**src/rtl/lookahead_pkg.sv**
```systemverilog
package lookahead_pkg;
  localparam int unsigned DEF_SLICE_W  = 4;
  localparam int unsigned DEF_N_SLICES = 4;

  typedef struct packed {
    logic gen;
    logic prop;
  } grp_pair_t;
endpackage

```
**src/rtl/cla_lookahead_unit.sv**
```systemverilog
module cla_lookahead_unit #(
  parameter int unsigned W = 4
) (
  input  logic [W-1:0] gen_in,
  input  logic [W-1:0] prop_in,
  input  logic         cin,
  output logic [W-1:0] carry,
  output logic         cout,
  output logic         grp_gen,
  output logic         grp_prop
);
  // Sum-of-products lookahead: carry into position i+1 from all generators
  // at j <= i propagated by every position above j, plus cin through all.
  function automatic logic [W:0] la_carries(input logic [W-1:0] g,
                                            input logic [W-1:0] p,
                                            input logic c0);
    logic [W:0] c;
    logic       term;
    logic       acc;
    c[0] = c0;
    for (int i = 0; i < W; i++) begin
      acc = 1'b0;
      for (int j = 0; j <= i; j++) begin
        term = g[j];
        for (int k = j + 1; k <= i; k++) term = term & p[k];
        acc = acc | term;
      end
      term = c0;
      for (int k = 0; k <= i; k++) term = term & p[k];
      c[i+1] = acc | term;
    end
    return c;
  endfunction

  logic [W:0] c_live;
  logic [W:0] c_nocin;

  always_comb begin
    c_live   = la_carries(gen_in, prop_in, cin);
    c_nocin  = la_carries(gen_in, prop_in, 1'b0);
    carry    = c_live[W-1:0];
    cout     = c_live[W];
    grp_gen  = c_nocin[W];
    grp_prop = &prop_in;
  end

  always_comb begin
    assert_gen_forces_carry_R3: assert (!grp_gen || cout)
      else $error("group generate without carry out");
    assert_prop_passes_cin_R4: assert (!grp_prop || (cout == cin))
      else $error("group propagate but carry out differs from carry in");
  end
endmodule

```
**src/rtl/cla_slice.sv**
```systemverilog
module cla_slice #(
  parameter int unsigned W = 4
) (
  input  logic [W-1:0] a,
  input  logic [W-1:0] b,
  input  logic         cin,
  output logic [W-1:0] sum,
  output logic         cout,
  output logic         grp_gen,
  output logic         grp_prop
);
  logic [W-1:0] bit_gen;
  logic [W-1:0] bit_prop;
  logic [W-1:0] bit_carry;

  assign bit_gen  = a & b;
  assign bit_prop = a ^ b;

  cla_lookahead_unit #(.W(W)) la_i (
    .gen_in  (bit_gen),
    .prop_in (bit_prop),
    .cin     (cin),
    .carry   (bit_carry),
    .cout    (cout),
    .grp_gen (grp_gen),
    .grp_prop(grp_prop)
  );

  assign sum = bit_prop ^ bit_carry;

  always_comb begin
    assert_slice_total_R1: assert ({cout, sum} == ({1'b0, a} + {1'b0, b} + {{W{1'b0}}, cin}))
      else $error("slice sum mismatch");
  end
endmodule

```
**src/rtl/lookahead_adder.sv**
```systemverilog
module lookahead_adder #(
  parameter int unsigned SLICE_W       = lookahead_pkg::DEF_SLICE_W,
  parameter int unsigned N_SLICES      = lookahead_pkg::DEF_N_SLICES,
  parameter bit          USE_LOOKAHEAD = 1'b1
) (
  input  logic [SLICE_W*N_SLICES-1:0] a,
  input  logic [SLICE_W*N_SLICES-1:0] b,
  input  logic                        ci,
  output logic [SLICE_W*N_SLICES-1:0] sum,
  output logic                        co,
  output logic                        grp_gen,
  output logic                        grp_prop
);
  import lookahead_pkg::*;
  localparam int unsigned WIDTH = SLICE_W * N_SLICES;

  grp_pair_t [N_SLICES-1:0] slice_grp;
  logic [N_SLICES-1:0]      slice_gen;
  logic [N_SLICES-1:0]      slice_prop;
  logic [N_SLICES-1:0]      slice_cin;
  logic [N_SLICES-1:0]      slice_cout;

  for (genvar s = 0; s < N_SLICES; s++) begin : g_slice
    cla_slice #(.W(SLICE_W)) slice_i (
      .a       (a[s*SLICE_W +: SLICE_W]),
      .b       (b[s*SLICE_W +: SLICE_W]),
      .cin     (slice_cin[s]),
      .sum     (sum[s*SLICE_W +: SLICE_W]),
      .cout    (slice_cout[s]),
      .grp_gen (slice_grp[s].gen),
      .grp_prop(slice_grp[s].prop)
    );
    assign slice_gen[s]  = slice_grp[s].gen;
    assign slice_prop[s] = slice_grp[s].prop;
  end

  if (USE_LOOKAHEAD) begin : g_second_level
    cla_lookahead_unit #(.W(N_SLICES)) top_la_i (
      .gen_in  (slice_gen),
      .prop_in (slice_prop),
      .cin     (ci),
      .carry   (slice_cin),
      .cout    (co),
      .grp_gen (grp_gen),
      .grp_prop(grp_prop)
    );

    for (genvar s = 0; s + 1 < N_SLICES; s++) begin : g_handoff
      always_comb begin
        assert_slice_handoff_R1: assert (slice_cout[s] == slice_cin[s+1])
          else $error("second-level carry disagrees with slice carry out");
      end
    end
    always_comb begin
      assert_last_slice_co_R1: assert (slice_cout[N_SLICES-1] == co)
        else $error("word carry disagrees with last slice");
    end
  end else begin : g_ripple
    assign slice_cin[0] = ci;
    for (genvar s = 1; s < N_SLICES; s++) begin : g_chain
      assign slice_cin[s] = slice_cout[s-1];
    end
    assign co = slice_cout[N_SLICES-1];

    always_comb begin
      grp_gen  = 1'b0;
      grp_prop = 1'b1;
      for (int s = 0; s < N_SLICES; s++) begin
        grp_gen  = slice_gen[s] | (slice_prop[s] & grp_gen);
        grp_prop = grp_prop & slice_prop[s];
      end
    end
  end

  always_comb begin
    assert_word_carry_R5: assert (co == (grp_gen | (grp_prop & ci)))
      else $error("word carry inconsistent with group terms");
    assert_word_total_R2: assert ({co, sum} == ({1'b0, a} + {1'b0, b} + {{WIDTH{1'b0}}, ci}))
      else $error("word sum mismatch");
  end
endmodule

```
**config.mk**
```make
export PLATFORM = sky130hd
export DESIGN_NAME = lookahead_adder
export DESIGN_NICKNAME = d
export VERILOG_FILES = /design/src/rtl/lookahead_pkg.sv /design/src/rtl/cla_lookahead_unit.sv /design/src/rtl/cla_slice.sv /design/src/rtl/lookahead_adder.sv
export SDC_FILE = /design/constraint.sdc
export NUM_CORES = 1
export LEC_CHECK = 0
export ABC_AREA = 1
export ABC_CLOCK_PERIOD_IN_PS = 2900
export CORE_ASPECT_RATIO = 1.1
export CORE_MARGIN = 8
export CORE_UTILIZATION = 44
export DETAILED_ROUTE_END_ITERATION = 8
export PLACE_DENSITY = 0.95
export SLEW_MARGIN = 20
export SYNTH_ARGS = -nofsm -noshare
export SYNTH_HDL_FRONTEND = slang
export SYNTH_HIERARCHICAL = 1
export SYNTH_SLANG_ARGS = --single-unit
```
**constraint.sdc**
```tcl
create_clock -name vclk -period 2.9
set_input_delay 0.58 -clock vclk [all_inputs]
set_output_delay 0.58 -clock vclk [all_outputs]
set_load 0.01 [all_outputs]
```
After elaboration in Yosys (flattened, before gate mapping). Cells that the tools add are included.

Bitwise logic cells: 104. $add $sub $neg: 0. Equal/unequal tests: 0. Muxes and demuxes: 0. Order comparisons: 0. Reduce and logical (&&, ||, !) cells: 5. Shift operators: 0. Multipliers: 0. Div/mod/pow operators: 0.

Operators with widths (number): bitwise AND 1 bit (46); bitwise OR 1 bit (46); XOR 4 bit (8); bitwise AND 4 bit (4); AND reduction 16 bit (1); AND reduction 4 bit (4).

Latch bits: 0. ROM bits: 0. Register bits after elaboration: 0. Logic and storage cells: 109. RAM bits: 0. Memories: 0.

Logic depth before layout (Yosys ltp).
Depth after elaboration: 17. Depth in mapped cells: 14. Depth with buffers taken out: 14.

Hierarchy. The synthesis kept the hierarchy.

Modules (own cells, without submodules): cla_lookahead_unit (sequential area each 0.0 um2, cells each 22, instances 5, area an instance 118.9 um2); cla_slice (sequential area each 0.0 um2, cells each 24, instances 4, area an instance 125.1 um2).

Worst setup path after synthesis. OpenSTA, ideal clock, no wires.

Path kind: input-to-output. Start: in a[1]. End: out sum[13]. Cell stages on the path: 13. Data arrival time: 1.897 ns. Buffers on the path: 0. Data required time: 2.320 ns. Slack: 0.423 ns. Path through: ha_1 nand2_1 nand2_1 nand2_1 nand2_1 nand3_1 nand2_1 nor2_1 nand2_1 a21o_1 inv_1 nand2_1 nand2_1.

Word-level cells in the longest chain between the ends: 15. Elaborated cells between the ends (all ways): 22.

RTL lines: from (decl) (line lookahead_adder.sv:6) `input logic [SLICE_W*N_SLICES-1:0] a,`; XOR 4 bit (line cla_slice.sv:17) `assign bit_prop = a ^ b;`; bitwise AND 1 bit (2 in series); bitwise AND 1 bit (line cla_lookahead_unit.sv:25) `for (int k = j + 1; k <= i; k++) term = term & p[k];`; bitwise OR 1 bit (*) (3 in series) (line cla_lookahead_unit.sv:26) `acc = acc | term;`; via slice_gen[0] (line lookahead_adder.sv:18) `logic [N_SLICES-1:0] slice_gen;`; bitwise AND 1 bit (*) (2 in series) (line cla_lookahead_unit.sv:25); bitwise OR 1 bit (*) (2 in series) (line cla_lookahead_unit.sv:26); bitwise OR 1 bit (*) (line cla_lookahead_unit.sv:30) `c[i+1] = acc | term;`; via slice_cin[3] (line lookahead_adder.sv:20) `logic [N_SLICES-1:0] slice_cin;`; bitwise AND 1 bit (*); bitwise OR 1 bit (*) (line cla_lookahead_unit.sv:30); via g_slice[3].slice_i.bit_carry[1] (line cla_slice.sv:14) `logic [W-1:0] bit_carry;`; XOR 4 bit (*) (line cla_slice.sv:29) `assign sum = bit_prop ^ bit_carry;`; to (decl) (line lookahead_adder.sv:9) `output logic [SLICE_W*N_SLICES-1:0] sum,`.

Mark *: on every way through the listed nets, which the timed path passes. The rest lies on a longest branch.

==> impl_metrics.tcl <==
set metrics [dict create \
    status "complete, but fails checks" \
    violations "negative setup slack" \
    syn_avg_cell_area_um2 5.20 \
    gp_congestion 0.814 \
    drcViolationCount 0 \
    final_core_util 0.900 \
    layout_common_cells "nand2_1, inv_1, buf_4" \
    area_growth_pct 94.9 \
    fin_nets 331 \
    setup.worst_path.start_class "input pin" \
    hpwl_um 2910 \
    cp.arrival_ns 2.52 \
    synthesis.area_um2 1030 \
    period_minus_slack_ns 3.10 \
    hold_viol 0 \
    setup_ws_ns -0.197 \
    layout_commonest_cell "nand2_1" \
    antenna_cells 0 \
    die_x_um 62.1 \
    path_class "input pin to output port" \
    port_buffers 52 \
    rows 18 \
    grt_start_max_net_pins 7 \
    die_y_um 66.7 \
    grt_pass1_wl_um 5820 \
    grt_pass1_vias 1461 \
    powerDensity_nw_per_um2 237 \
    grt_overflow 0 \
    max_freq_mhz 323 \
    syn_inst 198 \
    dieArea_um2 4150 \
    min_period_over_period 1.07 \
    ant_nets 0 \
    holdWs_ns 1.83 \
    crit_required_ns 2.32 \
    vias 1784 \
    maxCapViolCount 0 \
    ir_drop_uv 177 \
    startpoint "b[3]" \
    crit_fanout 4 \
    synth_nets 247 \
    viasPerCell 5.75 \
    dr.pass1.iters 5 \
    fp.coreArea_um2 2230 \
    leakage_nw 1.27 \
    end_kind "output port" \
    drive_above_1_share 0.296 \
    flops_and_latches 0 \
    grt_util_all_layers 0.158 \
    post_drt_wl_per_cell_um 19.2 \
    io_pins 52 \
    yosysWarnings 6 \
    tightestPinTransition_ns 0.254 \
    seq_area_um2 0 \
    slew_violations 0 \
    initial_utilization 0.462 \
    slew_headroom 0.830 \
    finalSetupViolations 4 \
    wl_um 5970 \
    antenna_found_initial 0 \
    min_path_type "input pin to output port" \
    drtIter0Drc 145 \
    hp-start "b[7]" \
    nClkBuffers 0 \
]
[routing by layer]
metal	share of wire	GRT usage	routed length, µm	up-vias
met3	0.077	0.0151	460	63
met2	0.50	0.344	2990	164
li1	-	-	-	771
met1	0.34	0.165	2050	786
met5	0	0	0	-
met4	0.078	0.00583	467	0
[worst max-delay path: stages]
cell,delay (ns)
dlygate4sd2_1,0.27
ha_4,0.30
nand2_2,0.07
buf_4,0.14
nor2_4,0.14
nand3_2,0.11
nand3_2,0.15
nand3_1,0.12
nand3_1,0.15
inv_1,0.07
nand2_1,0.08
nand2_1,0.10
clkdlybuf4s15_2,0.25
[power by group]
part | internal [mW] | leakage (nW) | switching (mW)
clock | 0 | 0 | 0
combinational | 0.221 | 1.27 | 0.255
sequential | 0 | 0 | 0
[metrics by stage]
stage               setup TNS, ns  setup slack, ns  cells  power (mW)  cell area (µm²)
floorplan                       0            0.504    198       0.206             1030
global placement            -5.06           -0.429    302       0.390             1750
detailed placement          -6.06           -0.490    302       0.404             1750
CTS                       -0.0718          -0.0718    304       0.385             1780
global route                -1.00           -0.262    310       0.508             2010
finish                     -0.312           -0.197    310       0.476             2010
[layout make-up]
cell class	instances	area, µm²
fill	99	223
inverter	42	158
multi-input combinational	151	1030
tap	30	37.5
timing repair buffer	87	778
[worst paths after layout]
| path | endpoint | slack, ns | depth (start not counted) |
|---|---|---|---|
| worst max-delay path | sum[10] | -0.20 | 13 |
| worst min-delay path | sum[7] | 1.83 | 5 |
[repair_timing]
| item | CTS | global route |
|---|---|---|
| pin swaps | 4 | 23 |
| buffers inserted | 2 | 6 |
| setup endpoints to repair | 18 | 12 |
| resized for setup | 56 | 36 |
| hold buffers | 0 | 0 |
No activity file was read; power rests on OpenSTA's default activity.
